--- config.mk ---
export PLATFORM = sky130hd
export DESIGN_NAME = twc_ctrl
export DESIGN_NICKNAME = d
export VERILOG_FILES = /design/src/rtl/twc_pkg.sv /design/src/rtl/twc_tick.sv /design/src/rtl/twc_shift.sv /design/src/rtl/twc_ctrl.sv
export SDC_FILE = /design/constraint.sdc
export NUM_CORES = 1
export LEC_CHECK = 0
export ABC_AREA = 1
export BUFFER_PORTS_ARGS = -buffer_cell sky130_fd_sc_hd__buf_2
export CAP_MARGIN = 5
export CORE_MARGIN = 2
export CORE_UTILIZATION = 40
export DETAILED_ROUTE_END_ITERATION = 8
export PLACE_DENSITY = 0.67
export SYNTH_ARGS = -nofsm -noshare
export SYNTH_HDL_FRONTEND = slang
export SYNTH_SLANG_ARGS = --single-unit
export TNS_END_PERCENT = 30
--- constraint.sdc ---
create_clock -name clk -period 4.9 [get_ports clk]
set_clock_uncertainty 0.05 [all_clocks]
set_input_delay 0.245 -clock clk [delete_from_list [all_inputs] [get_ports clk]]
set_output_delay 0.245 -clock clk [all_outputs]
set_load 0.005 [all_outputs]
--- src/rtl/twc_pkg.sv ---
package twc_pkg;

    typedef enum logic [2:0] {
        ST_IDLE,
        ST_TURN,
        ST_LEAD,
        ST_LOW,
        ST_HIGH,
        ST_TRAIL
    } twc_state_e;

endpackage

--- src/rtl/twc_tick.sv ---
// Half-period timer: tick is high in the last system cycle of each half period.
module twc_tick #(
    parameter int DIV_W = 8
) (
    input  logic             clk,
    input  logic             rst_n,
    input  logic             run,
    input  logic [DIV_W-1:0] div,
    output logic             tick
);

    logic [DIV_W-1:0] cnt_q;

    assign tick = run && (cnt_q == div);

    always_ff @(posedge clk or negedge rst_n) begin
        if (!rst_n) begin
            cnt_q <= '0;
        end else if (!run || tick) begin
            cnt_q <= '0;
        end else begin
            cnt_q <= cnt_q + 1'b1;
        end
    end

endmodule

--- src/rtl/twc_shift.sv ---
// Shared shift register: loads and shifts out on falling edges,
// shifts in on rising edges.
module twc_shift #(
    parameter int DATA_W   = 16,
    parameter int MODE_BIT = 13
) (
    input  logic              clk,
    input  logic              rst_n,
    input  logic              load,
    input  logic              shift_out,
    input  logic              shift_in,
    input  logic              capture,
    input  logic [DATA_W-1:0] tx_word,
    input  logic              sdi,
    output logic              sdo,
    output logic [DATA_W-1:0] rx_word,
    output logic              rx_strobe
);

    localparam logic [DATA_W-1:0] MODE_MASK = DATA_W'(1) << MODE_BIT;

    logic [DATA_W-1:0] sh_q;

    assign sdo = sh_q[DATA_W-1];

    always_ff @(posedge clk or negedge rst_n) begin
        if (!rst_n) begin
            sh_q <= '0;
        end else if (load) begin
            sh_q <= tx_word | MODE_MASK;
        end else if (shift_out) begin
            sh_q <= {sh_q[DATA_W-2:0], 1'b0};
        end else if (shift_in) begin
            sh_q <= {sh_q[DATA_W-2:0], sdi};
        end
    end

    always_ff @(posedge clk or negedge rst_n) begin
        if (!rst_n) begin
            rx_word   <= '0;
            rx_strobe <= 1'b0;
        end else begin
            rx_strobe <= capture;
            if (capture) begin
                rx_word <= {sh_q[DATA_W-2:0], sdi};
            end
        end
    end

endmodule

--- src/rtl/twc_ctrl.sv ---
module twc_ctrl
    import twc_pkg::*;
#(
    parameter int DATA_W   = 16,
    parameter int MAX_LEN  = 8,
    parameter int DIV_W    = 8,
    parameter int TURN_GAP = 1,
    parameter int MODE_BIT = 13,
    localparam int LEN_W   = $clog2(MAX_LEN + 1)
) (
    input  logic              clk,
    input  logic              rst_n,
    input  logic              cmd_valid,
    input  logic              cmd_write,
    input  logic [LEN_W-1:0]  cmd_len,
    input  logic              cmd_tied,
    input  logic [DIV_W-1:0]  clk_div,
    input  logic [DATA_W-1:0] tx_data,
    output logic              tx_next,
    output logic [DATA_W-1:0] rx_data,
    output logic              rx_valid,
    output logic              busy,
    output logic              sclk,
    output logic              sync_n,
    output logic              sdo,
    output logic              sdo_oe,
    input  logic              sdi
);

    localparam int BIT_W       = $clog2(DATA_W);
    localparam int TURN_HALVES = 2 * TURN_GAP;
    localparam int TH_W        = $clog2(TURN_HALVES + 1);
    localparam logic [BIT_W-1:0] LAST_BIT  = BIT_W'(DATA_W - 1);
    localparam logic [TH_W-1:0]  TURN_LAST = TH_W'(TURN_HALVES - 1);
    localparam logic [LEN_W-1:0] ONE_WORD  = LEN_W'(1);

    twc_state_e st_q, st_d;

    logic              tick;
    logic              accept;
    logic              fall_ev, rise_ev;
    logic              word_end;
    logic              wr_q, tied_q, line_in_q, oe_q, tx_next_q;
    logic [DIV_W-1:0]  div_q;
    logic [LEN_W-1:0]  words_q;
    logic [BIT_W-1:0]  bit_q;
    logic [TH_W-1:0]   half_q;

    // ---------------- timer ----------------
    twc_tick #(.DIV_W(DIV_W)) u_tick (
        .clk   (clk),
        .rst_n (rst_n),
        .run   (st_q != ST_IDLE),
        .div   (div_q),
        .tick  (tick)
    );

    // ---------------- events ----------------
    assign accept   = (st_q == ST_IDLE) && cmd_valid;
    assign rise_ev  = tick && (st_q == ST_LOW);
    assign fall_ev  = tick && ((st_q == ST_LEAD) ||
                               ((st_q == ST_HIGH) && (bit_q != LAST_BIT)));
    assign word_end = tick && (st_q == ST_HIGH) && (bit_q == LAST_BIT);

    // ---------------- datapath ----------------
    twc_shift #(.DATA_W(DATA_W), .MODE_BIT(MODE_BIT)) u_shift (
        .clk       (clk),
        .rst_n     (rst_n),
        .load      (fall_ev && wr_q && (st_q == ST_LEAD)),
        .shift_out (fall_ev && wr_q && (st_q == ST_HIGH)),
        .shift_in  (rise_ev && !wr_q),
        .capture   (rise_ev && !wr_q && (bit_q == LAST_BIT)),
        .tx_word   (tx_data),
        .sdi       (sdi),
        .sdo       (sdo),
        .rx_word   (rx_data),
        .rx_strobe (rx_valid)
    );

    // ---------------- next state ----------------
    always_comb begin
        st_d = st_q;
        unique case (st_q)
            ST_IDLE: begin
                if (cmd_valid) begin
                    st_d = (cmd_write && line_in_q) ? ST_TURN : ST_LEAD;
                end
            end
            ST_TURN: begin
                if (tick && (half_q == TURN_LAST)) begin
                    st_d = ST_LEAD;
                end
            end
            ST_LEAD: begin
                if (tick) begin
                    st_d = ST_LOW;
                end
            end
            ST_LOW: begin
                if (tick) begin
                    st_d = ST_HIGH;
                end
            end
            ST_HIGH: begin
                if (tick) begin
                    if (bit_q != LAST_BIT) begin
                        st_d = ST_LOW;
                    end else if (!tied_q) begin
                        st_d = ST_TRAIL;
                    end else if (words_q == ONE_WORD) begin
                        st_d = ST_IDLE;
                    end else begin
                        st_d = ST_LEAD;
                    end
                end
            end
            ST_TRAIL: begin
                if (tick) begin
                    st_d = (words_q == '0) ? ST_IDLE : ST_LEAD;
                end
            end
            default: st_d = ST_IDLE;
        endcase
    end

    // ---------------- state register ----------------
    always_ff @(posedge clk or negedge rst_n) begin
        if (!rst_n) begin
            st_q <= ST_IDLE;
        end else begin
            st_q <= st_d;
        end
    end

    // ---------------- control registers ----------------
    always_ff @(posedge clk or negedge rst_n) begin
        if (!rst_n) begin
            wr_q      <= 1'b0;
            tied_q    <= 1'b0;
            line_in_q <= 1'b1;
            oe_q      <= 1'b0;
            tx_next_q <= 1'b0;
            div_q     <= '0;
            words_q   <= '0;
            bit_q     <= '0;
            half_q    <= '0;
        end else begin
            tx_next_q <= fall_ev && wr_q && (st_q == ST_LEAD);
            if (accept) begin
                wr_q    <= cmd_write;
                tied_q  <= cmd_tied;
                div_q   <= clk_div;
                words_q <= (cmd_len == '0) ? ONE_WORD : cmd_len;
                half_q  <= '0;
                if (!cmd_write) begin
                    line_in_q <= 1'b1;
                end
            end
            if (tick && (st_q == ST_TURN)) begin
                half_q <= half_q + 1'b1;
            end
            if (tick && (st_q == ST_LEAD)) begin
                bit_q <= '0;
            end else if (fall_ev) begin
                bit_q <= bit_q + 1'b1;
            end
            if (word_end) begin
                words_q <= words_q - 1'b1;
            end
            if (fall_ev && wr_q) begin
                oe_q      <= 1'b1;
                line_in_q <= 1'b0;
            end else if (rise_ev && wr_q && (bit_q == LAST_BIT) &&
                         (words_q == ONE_WORD)) begin
                oe_q <= 1'b0;
            end
        end
    end

    // ---------------- outputs ----------------
    always_comb begin
        busy    = (st_q != ST_IDLE);
        sclk    = (st_q != ST_LOW);
        sdo_oe  = oe_q;
        tx_next = tx_next_q;
        if (tied_q) begin
            sync_n = 1'b0;
        end else begin
            sync_n = !((st_q == ST_LEAD) || (st_q == ST_LOW) || (st_q == ST_HIGH));
        end
    end

endmodule

Yosys cells after proc, flatten, opt, wreduce, memory -nomap -nowiden
Index checks and enable logic that the tools add are counted.
{"block": "totals", "reg_bits": 67, "input_bits": 34, "output_inout_bits": 23, "elab_cells": 103}
{"block": "op_classes", "n_addsub": 4, "eq_ne": 18, "mux": 29, "reduce_logical": 38}
{"cell": "2-to-1 mux 16 bit", "n": 3}
{"cell": "2-to-1 mux 3 bit", "n": 8}
{"cell": "2-to-1 mux 4 bit", "n": 5}
{"cell": "logical AND 1 bit", "n": 19}
{"cell": "one-hot mux 3 bit (6 select lines)", "n": 1}
{"cell": "inequality test 2 bit, second input constant", "n": 6}
{"cell": "2-to-1 mux 2 bit", "n": 5}
{"cell": "nonzero test 2 bit", "n": 5}
{"cell": "adder 8 x 1 -> 8 bit, second input constant", "n": 1}
{"cell": "equality test 8 bit", "n": 1}
{"cell": "logical NOT 4 bit", "n": 2}
{"cell": "2-to-1 mux 8 bit", "n": 1}
{"cell": "equality test 3 x 2 -> 1 bit, second input constant", "n": 2}
{"cell": "equality test 3 bit, second input constant", "n": 2}
{"cell": "2-to-1 mux 1 bit", "n": 6}
{"cell": "AND reduction 6 bit", "n": 1}
{"cell": "nonzero test 3 bit", "n": 2}
{"cell": "adder 4 x 1 -> 4 bit, second input constant", "n": 1}
{"cell": "equality test 4 x 1 -> 1 bit, second input constant", "n": 1}
{"cell": "equality test 4 bit, second input constant", "n": 1}
{"cell": "logical OR 1 bit", "n": 4}
{"cell": "inequality test 4 bit, second input constant", "n": 1}
{"cell": "subtractor 4 x 1 -> 4 bit, second input constant", "n": 1}
{"cell": "equality test 3 x 1 -> 1 bit, second input constant", "n": 1}
{"cell": "other kinds (7)", "n": 9}

Longest topological paths before layout
Gate-level depths: netlist of run 1.
{"block": "depth", "depth_word": 8, "ltp_mapped": 14, "depth_no_buf": 13}

Modules after synthesis
Synthesis of run 1 repeated with hierarchy kept, for this count alone.
{"block": "hier_totals", "cells_unflattened": 436, "hier_area_um2": 3378.2}
{"mod": "twc_shift", "instances": 1, "cells_each": 181, "area_each_um2": 1442.6, "seq_area_each_um2": 825.8}
{"mod": "twc_ctrl", "instances": 1, "cells_each": 184, "area_each_um2": 1421.4, "seq_area_each_um2": 651.9}
{"mod": "twc_tick", "instances": 1, "cells_each": 71, "area_each_um2": 514.2, "seq_area_each_um2": 200.2}

Worst setup path before layout of run 1
OpenSTA, ideal clock, no wires.
{"block": "synth_path", "path_type": "register to register", "from": "reg bit_q[0]", "to": "reg u_shift.sh_q[12]", "setup_time_ns": 0.074, "arrival_ns": 1.622, "t_required_ns": 4.776, "path_slack_ns": 3.154, "path_stages_with_launch": 13, "n_path_buf": 2, "period_less_slack_ns": 1.746, "path_cell_list": "dfrtp_1 > ha_1 > nand3_1 > inv_1 > nor2_1 > nor2_4 > inv_2 > nand4_1 > nand3_2 > buf_6 > buf_6 > nand2_1 > o21ai_2"}
{"block": "synth_between", "elab_chain_cells": 8, "word_cells_on_any_way": 10, "classes_between": "eq/ne: 1; mux: 2; reduce/logical: 7"}
{"element": "start, declared", "line": "twc_ctrl.sv:46", "text": "logic [BIT_W-1:0] bit_q;"}
{"element": "start signal, assigned", "line": "twc_ctrl.sv:165", "text": "bit_q <= bit_q + 1'b1;"}
{"element": "inequality test 4 bit *", "line": "twc_ctrl.sv:62", "text": "((st_q == ST_HIGH) && (bit_q != LAST_BIT)));"}
{"element": "logical AND 1 bit *", "line": "twc_ctrl.sv:62"}
{"element": "logical OR 1 bit *", "line": "twc_ctrl.sv:61", "text": "assign fall_ev = tick && ((st_q == ST_LEAD) ||"}
{"element": "logical AND 1 bit *", "line": "twc_ctrl.sv:61"}
{"element": "logical AND 1 bit *", "line": "twc_ctrl.sv:69, twc_ctrl.sv:70"}
{"element": "logical AND 1 bit", "line": "twc_ctrl.sv:70", "text": ".shift_out (fall_ev && wr_q && (st_q == ST_HIGH)),"}
{"element": "2-to-1 mux 16 bit", "line": "twc_shift.sv:31", "text": "end else if (shift_out) begin"}
{"element": "2-to-1 mux 16 bit", "line": "twc_shift.sv:29", "text": "end else if (load) begin"}
{"element": "end signal, assigned", "line": "twc_shift.sv:30", "text": "sh_q <= tx_word | MODE_MASK;"}
{"element": "end signal, assigned", "line": "twc_shift.sv:32", "text": "sh_q <= {sh_q[DATA_W-2:0], 1'b0};"}
{"element": "end signal, assigned", "line": "twc_shift.sv:34", "text": "sh_q <= {sh_q[DATA_W-2:0], sdi};"}
{"element": "end, declared", "line": "twc_shift.sv:22", "text": "logic [DATA_W-1:0] sh_q;"}
Every way passes the cells marked *; elsewhere a longest branch is shown, timed or not.
A chain may end at the register's enable or synchronous reset.

Worst setup path in the final report of run 1
{"block": "layout_path", "from": "reg u_tick.cnt_q[6]", "to": "reg u_shift.rx_word[1]"}
{"block": "layout_between", "elab_chain_cells": 5}
{"element": "start, declared", "line": "twc_tick.sv:12", "text": "logic [DIV_W-1:0] cnt_q;"}
{"element": "start signal, assigned", "line": "twc_tick.sv:22", "text": "cnt_q <= cnt_q + 1'b1;"}
{"element": "equality test 8 bit", "line": "twc_tick.sv:14", "text": "assign tick = run && (cnt_q == div);"}
{"element": "logical AND 1 bit", "line": "twc_tick.sv:14"}
{"element": "logical AND 1 bit", "line": "twc_ctrl.sv:60", "text": "assign rise_ev = tick && (st_q == ST_LOW);"}
{"element": "logical AND 1 bit (2 in a row)", "line": "twc_ctrl.sv:72", "text": ".capture (rise_ev && !wr_q && (bit_q == LAST_BIT)),"}
{"element": "net u_shift.capture", "line": "twc_shift.sv:12", "text": "input logic capture,"}
{"element": "end signal, assigned", "line": "twc_shift.sv:45", "text": "rx_word <= {sh_q[DATA_W-2:0], sdi};"}
{"element": "end, declared", "line": "twc_shift.sv:16", "text": "output logic [DATA_W-1:0] rx_word,"}
The timed path passes the listed nets, and every way through them passes these cells.

==> results.json, run 1 <==
{
  "fin_setup_tns_ns": 0,
  "grt_pass1_wl_mm": 11.8,
  "crit_buf_inv": 1,
  "timing.rr.end": "u_shift.rx_word[1]$_DFFE_PN0P_",
  "status": "completed",
  "htree_levels": 3,
  "setup_slack_ns": 2.55,
  "cts_hold_buf": 0,
  "cp-end-kind": "flip-flop",
  "cpPeakStageDelay_ns": 0.58,
  "relSlewSlack": 0.351,
  "worstPathCellList": "xnor2_1 -> nand2_1 -> nor2_1 -> nand2_1 -> nor3_2 -> nand2_1 -> inv_1 -> nand2_1 -> nand2_1",
  "drv_slew": 0,
  "arrival_ns": 2.58,
  "drt-initial-drc-count": 142,
  "worst-setup-path-type": "flip-flop to flip-flop",
  "fmax_mhz": 426,
  "gr-total-overflow": 0,
  "grt_pass1_vias": 2707,
  "power.leakage_nw": 2.15,
  "grt_usage": 0.164,
  "initial_core_util": 0.413,
  "startpoint_type": "flip-flop",
  "p_per_area_nw_per_um2": 437,
  "endpoint": "u_shift.rx_word[1]$_DFFE_PN0P_",
  "worstRegToRegCells": 9,
  "antenna_left": 0,
  "drc": 0,
  "diodes": 0,
  "synth_top_area_cell": "dfrtp_1",
  "cp.depth": 9,
  "startpoint": "u_tick.cnt_q[6]$_DFF_PN0_",
  "syn_nets": 474,
  "clock_sinks": 67,
  "first_pass_iters": 4,
  "fp.dieArea_um2": 9230,
  "avgSynthCellArea_um2": 7.80,
  "die_w_um": 96.1,
  "avgRoutedWirePerCell_um": 11.5,
  "coreArea_um2": 8220,
  "yosysTopAreaCellShare": 0.487,
  "tightest_slew_ns": 0.972,
  "netlist_instances": 435,
  "rows": 33,
  "synth_enable_flop_cells": 0,
  "ys.flop_type": "dfrtp_1",
  "nNetsFinal": 531,
  "synthTopCellsByArea": "dfrtp_1, nand2_1, inv_1, nand3_1, o21ai_1",
  "cp_data_required_time_ns": 5.13,
  "insertion_delay_ns": 0.34,
  "cp_common_cell": "nand2_1",
  "rsz0062_at_grt": "no",
  "r2r-start": "u_tick.cnt_q[6]$_DFF_PN0_",
  "critical-path-top-delay-family": "simple AND/OR/NAND/NOR gates",
  "async_flop_share": 1.00,
  "io_pins": 57,
  "setup_viol": 0,
  "synth.distinct_cells": 30,
  "avgViaCountPerCell": 4.78,
  "clkTransAtPathRegs_ns": 0.08,
  "grt_max_degree": 68,
  "cts-buffers-inserted": 9,
  "yosysWarnings": 0,
  "critPathSlowestCell": "nand2_1",
  "routabilityCongestion": 0.897,
  "drv_cap": 0,
  "ff2ff_setup_slack_ns": 2.55,
  "num_vias": 2872,
  "clock_path_buffers": 2,
  "post_cts_resize_count": 0,
  "synth_area_um2": 3390,
  "syn_to_final_growth_pct": 16.8,
  "ys_seq_elements": 67,
  "cts_tree": "yes",
  "fin_crit_sh": 0.479,
  "antenna_found_initial": 0,
  "seq_area_frac_synth": 0.495,
  "post-place-ws_ns": 2.50,
  "cp_max_fo": 31,
  "dp_hpwl_mm": 4.85,
  "cts-root-buf": "clkbuf_8",
  "dieHeight_um": 96.1,
  "hold_path_class": "input pin to async pin",
  "ir_drop_v": 0.000298,
  "min_period_ns": 2.35,
  "post_cts_buffers": 0,
  "finalHoldViolCount": 0,
  "port_buffers": 55,
  "final_layout_size_suffix_gt1_frac": 0.190,
  "wirelength_mm": 6.90
}
## layout make-up
cell class / instances / area (um2)
repair buffers: 56 / 283
inverters: 62 / 234
well taps: 105 / 131
flip-flops and latches: 67 / 1680
clock inverters: 5 / 85.1
clock buffers: 10 / 138
fillers: 823 / 4250
multi-input cells: 296 / 1410
## cell usage after synthesis, types with 4 or more instances
| cell | number |
|---|---|
| o21ai_0 | 19 |
| o21ai_2 | 6 |
| nand2_1 | 147 |
| inv_2 | 8 |
| o21ai_1 | 22 |
| a21oi_1 | 12 |
| nor3_1 | 4 |
| nand4_1 | 6 |
| inv_1 | 53 |
| buf_2 | 5 |
| ha_1 | 5 |
| nor2_1 | 29 |
| nand3_1 | 26 |
| dfrtp_1 | 66 |
## worst reg2reg max path: cells and delay by family (launching register included)
kind                   cells  cell delay [ns]
flip-flops                 1             0.45
buffers and inverters      1             0.29
AND/OR/NAND/NOR            7             1.34
XOR/XNOR                   1             0.18
## cell usage in the layout, fill, tap and decap left out
cell        count
bufinv_16       2
buf_4           1
clkbuf_8       10
buf_2          55
nand3_4         1
nand2_1       147
o21ai_1        22
a21oi_1        12
nand3_2         1
nor2_4          3
o21ai_2         6
nand4_1         6
o221ai_1        1
inv_1          53
inv_2           8
nand3_1        26
ha_1            5
dfrtp_1        66
nor3b_1         3
nor2_1         29
o211ai_1        2
dfstp_2         1
xnor2_1         1
o41ai_1         1
nor3_1          4
nor3_2          1
inv_6           2
clkinvlp_4      1
xor2_1          3
clkinv_2        1
mux2_2          1
o22ai_1         2
o21ai_0        19
## logic make-up after synthesis
family / synth area share
AND/OR/NAND/NOR: 0.278
flip-flops: 0.495
multiplexers: 0.00332
XOR/XNOR: 0.0103
buffers and inverters: 0.0885
adder cells (fa/ha/maj): 0.0184
AO/OA/AOI/OAI: 0.107
## state kept, by name, indices dropped and copies added (netlist names)
signal             count
line_in_q              1
words_q                4
st_q                   3
wr_q                   1
u_shift.sh_q          16
bit_q                  4
u_shift.rx_word       16
div_q                  8
tx_next                1
sdo_oe                 1
u_tick.cnt_q           8
tied_q                 1
u_shift.rx_strobe      1
half_q                 2
## how the worst min path moves through the flow
stage,from,endpoint,depth (start not counted)
2_1_floorplan,rst_n,bit_q[0]$_DFFE_PN0P_,0
3_3_place_gp,sdo_oe$_DFFE_PN0P_,sdo_oe$_DFFE_PN0P_,2
3_5_place_dp,sdo_oe$_DFFE_PN0P_,sdo_oe$_DFFE_PN0P_,2
4_1_cts,cmd_tied,tied_q$_DFFE_PN0P_,2
5_1_grt,cmd_tied,tied_q$_DFFE_PN0P_,2
6_report,rst_n,u_shift.rx_word[6]$_DFFE_PN0P_,2
## metrics by stage
step | hold WS [ns] | instances | utilization | total power, mW | instance area (um2)
6_report | 0.0270 | 601 | 0.482 | 1.73 | 3960
5_1_grt | 0.0721 | 601 | 0.482 | 1.87 | 3960
4_1_cts | 0.0598 | 601 | 0.482 | 1.75 | 3960
3_3_place_gp | 0.407 | 586 | 0.455 | 1.21 | 3740
3_5_place_dp | 0.415 | 586 | 0.455 | 1.22 | 3740
2_1_floorplan | -0.101 | 435 | - | 1.09 | 3390
## power breakdown
part,internal (mW),total [mW],switching [mW],leakage [nW]
clock network,0.301,0.519,0.218,0.109
registers,0.643,0.717,0.0739,0.805
logic,0.172,0.495,0.323,1.23
total,1.12,1.73,0.615,2.15
## layer usage
metal  global-route usage  vias to the layer above  wire, um
met5                    0                        -         0
met1                0.214                     1311      3380
met3               0.0509                        2       429
met4               0.0607                        0        21
met2                0.256                       65      3070
li1                     -                     1494         -
(Power assumes the default switching activity.)
==> run 2, diff against run 1 <==
PLACE_DENSITY = 0.69   (was 0.67)
clock period = 2.04 ns   (was 4.9 ns; I/O delays follow)
==> results.json, run 2 (same netlist as run 1, synthesis figures left out) <==
{
  "grt_max_degree": 68,
  "routabilityCongestion": 0.902,
  "cpPeakStageDelay_ns": 0.43,
  "worst-setup-path-type": "flip-flop to flip-flop",
  "cp_max_fo": 10,
  "dp_hpwl_mm": 5.11,
  "initial_core_util": 0.413,
  "cp-end-kind": "flip-flop",
  "critPathSlowestCell": "dfrtp_1",
  "avgRoutedWirePerCell_um": 11.7,
  "fillCellCount": 788,
  "fin_crit_sh": 0.912,
  "clkTransAtPathRegs_ns": 0.08,
  "reg_top3": "u_shift.rx_word: 16 flops, u_shift.sh_q: 16 flops",
  "rsz0062_at_grt": "no",
  "critical-path-top-delay-family": "simple AND/OR/NAND/NOR gates",
  "crit_buf_inv": 3,
  "syn_to_final_growth_pct": 25.4,
  "drt-initial-drc-count": 121,
  "placed_area_um2": 3810,
  "pwr-share-clk": 0.296,
  "htree_levels": 3,
  "port_buffers": 55,
  "clock_sinks": 67,
  "mostFrequentLayoutCells": "nand2_1, dfrtp_1, buf_2",
  "nNetsFinal": 556,
  "first_pass_iters": 4,
  "switchingPower_mw": 1.49,
  "cts-root-buf": "clkbuf_8",
  "cp_data_required_time_ns": 2.25,
  "final_layout_size_suffix_gt1_frac": 0.203,
  "insertion_delay_ns": 0.34,
  "cp_common_cell": "nand2_1",
  "drc": 0,
  "avgViaCountPerCell": 4.77,
  "dieHeight_um": 96.1,
  "drv_slew": 0,
  "fp.dieArea_um2": 9230,
  "io_pins": 57,
  "p_per_area_nw_per_um2": 989,
  "cts_tree": "yes",
  "wirelength_mm": 7.34,
  "arrival_ns": 2.07,
  "gr-total-overflow": 0,
  "clock_path_buffers": 2,
  "diodes": 0,
  "min_period_ns": 1.86,
  "p_int_mw": 2.72,
  "worstPathCellList": "inv_1 -> nand2_1 -> nand2_1 -> nand2_1 -> inv_1 -> nand2_1 -> nor2_4 -> nand4_1 -> nand3_2 -> buf_6 -> nand2_1 -> o21ai_2",
  "power.total_mw": 4.21,
  "drv_cap": 0,
  "final_util": 0.518,
  "placed_cells": 591,
  "relSlewSlack": 0.762,
  "grt_pass1_wl_mm": 12.6,
  "antenna_found_initial": 0,
  "grt_usage": 0.174,
  "grt_pass1_vias": 2977,
  "rows": 33,
  "seq_power_share": 0.409,
  "ir_drop_v": 0.000725,
  "tightest_slew_ns": 0.356,
  "final_cells": 627,
  "die_w_um": 96.1,
  "switching_share": 0.353,
  "num_vias": 2992,
  "comb_power_share": 0.295,
  "final_common_cell": "nand2_1",
  "power.leakage_nw": 2.27,
  "hold_path_class": "input pin to flip-flop",
  "setup_viol": 0,
  "fmax_mhz": 538,
  "cts-buffers-inserted": 9,
  "fin_area_um2": 4250,
  "antenna_left": 0,
  "coreArea_um2": 8220,
  "finalHoldViolCount": 0,
  "status": "completed",
  "startpoint_type": "flip-flop",
  "fin_setup_tns_ns": 0
}
-- run 2: cell count changes in the layout (fill, tap and decap cells not counted), sizes merged --
cell | previous run | this run
inv | 63 | 62
buf | 56 | 63
clkinv | 1 | 2
clkbuf | 10 | 11
dlygate4sd3 | 0 | 18
-- run 2: power by group through the flow --
stage	Sequential, mW	Clock, mW	Combinational [mW]
after floorplan	1.71	0	0.901
after global placement	1.73	0	1.18
after detailed placement	1.74	0	1.21
after CTS	1.72	1.29	1.24
after global routing	1.75	1.33	1.45
final	1.72	1.24	1.24
-- run 2: stage by stage --
step                      hold slack, ns  setup slack (ns)
after CTS                        0.00236            0.0674
after global placement             0.102             0.161
after global routing              0.0516          0.000131
after floorplan                   -0.244             0.294
final                             0.0149             0.180
after detailed placement           0.107            0.0864
-- run 2: layout make-up --
cell class / count / area (um2) / share of cell area
Sequential cell: 67 / 1680 / 0.395
Inverter: 62 / 234 / 0.0550
Tap cell: 105 / 131 / 0.0309
Clock inverter: 5 / 85.1 / 0.0200
Multi-Input combinational cell: 296 / 1430 / 0.335
Clock buffer: 11 / 141 / 0.0332
Timing Repair Buffer: 81 / 557 / 0.131
-- run 2: tightest hold or removal path, cell delays in order --
cell     delay [ns]
buf_2          0.08
nand2_1        0.04
nand2_1        0.05
nand2_1        0.04
o21ai_1        0.06
-- run 2: final timing paths --
check | from | endpoint | slack [ns] | depth (start not counted)
setup / recovery | u_tick.cnt_q[1]$_DFF_PN0_ | u_shift.sh_q[12]$_DFFE_PN0P_ | 0.18 | 12
hold / removal | tx_data[4] | u_shift.sh_q[4]$_DFFE_PN0P_ | 0.01 | 5
setup reg to reg | u_tick.cnt_q[1]$_DFF_PN0_ | u_shift.sh_q[12]$_DFFE_PN0P_ | 0.18 | 12
hold reg to reg | sdo_oe$_DFFE_PN0P_ | sdo_oe$_DFFE_PN0P_ | 0.42 | 2
max in group asynchronous | rst_n | line_in_q$_DFFE_PN1P_ | 1.34 | 3
min in group asynchronous | rst_n | u_shift.rx_word[4]$_DFFE_PN0P_ | 0.27 | 3
-- run 2: layer usage --
layer  GRT usage  up-vias  wire [um]
met5           0        -          0
met4      0.0679        0        100
met3      0.0360       11        337
met2       0.298       65       3400
met1       0.213     1371       3490
li1            -     1545          -
-- run 2: timing repair --
item | CTS | global route
setup endpoints to repair | 0 | 18
buffers inserted | 0 | 2
hold buffers | 18 | 0
gates resized for setup | 0 | 6
hold endpoints to repair | 83 | 0
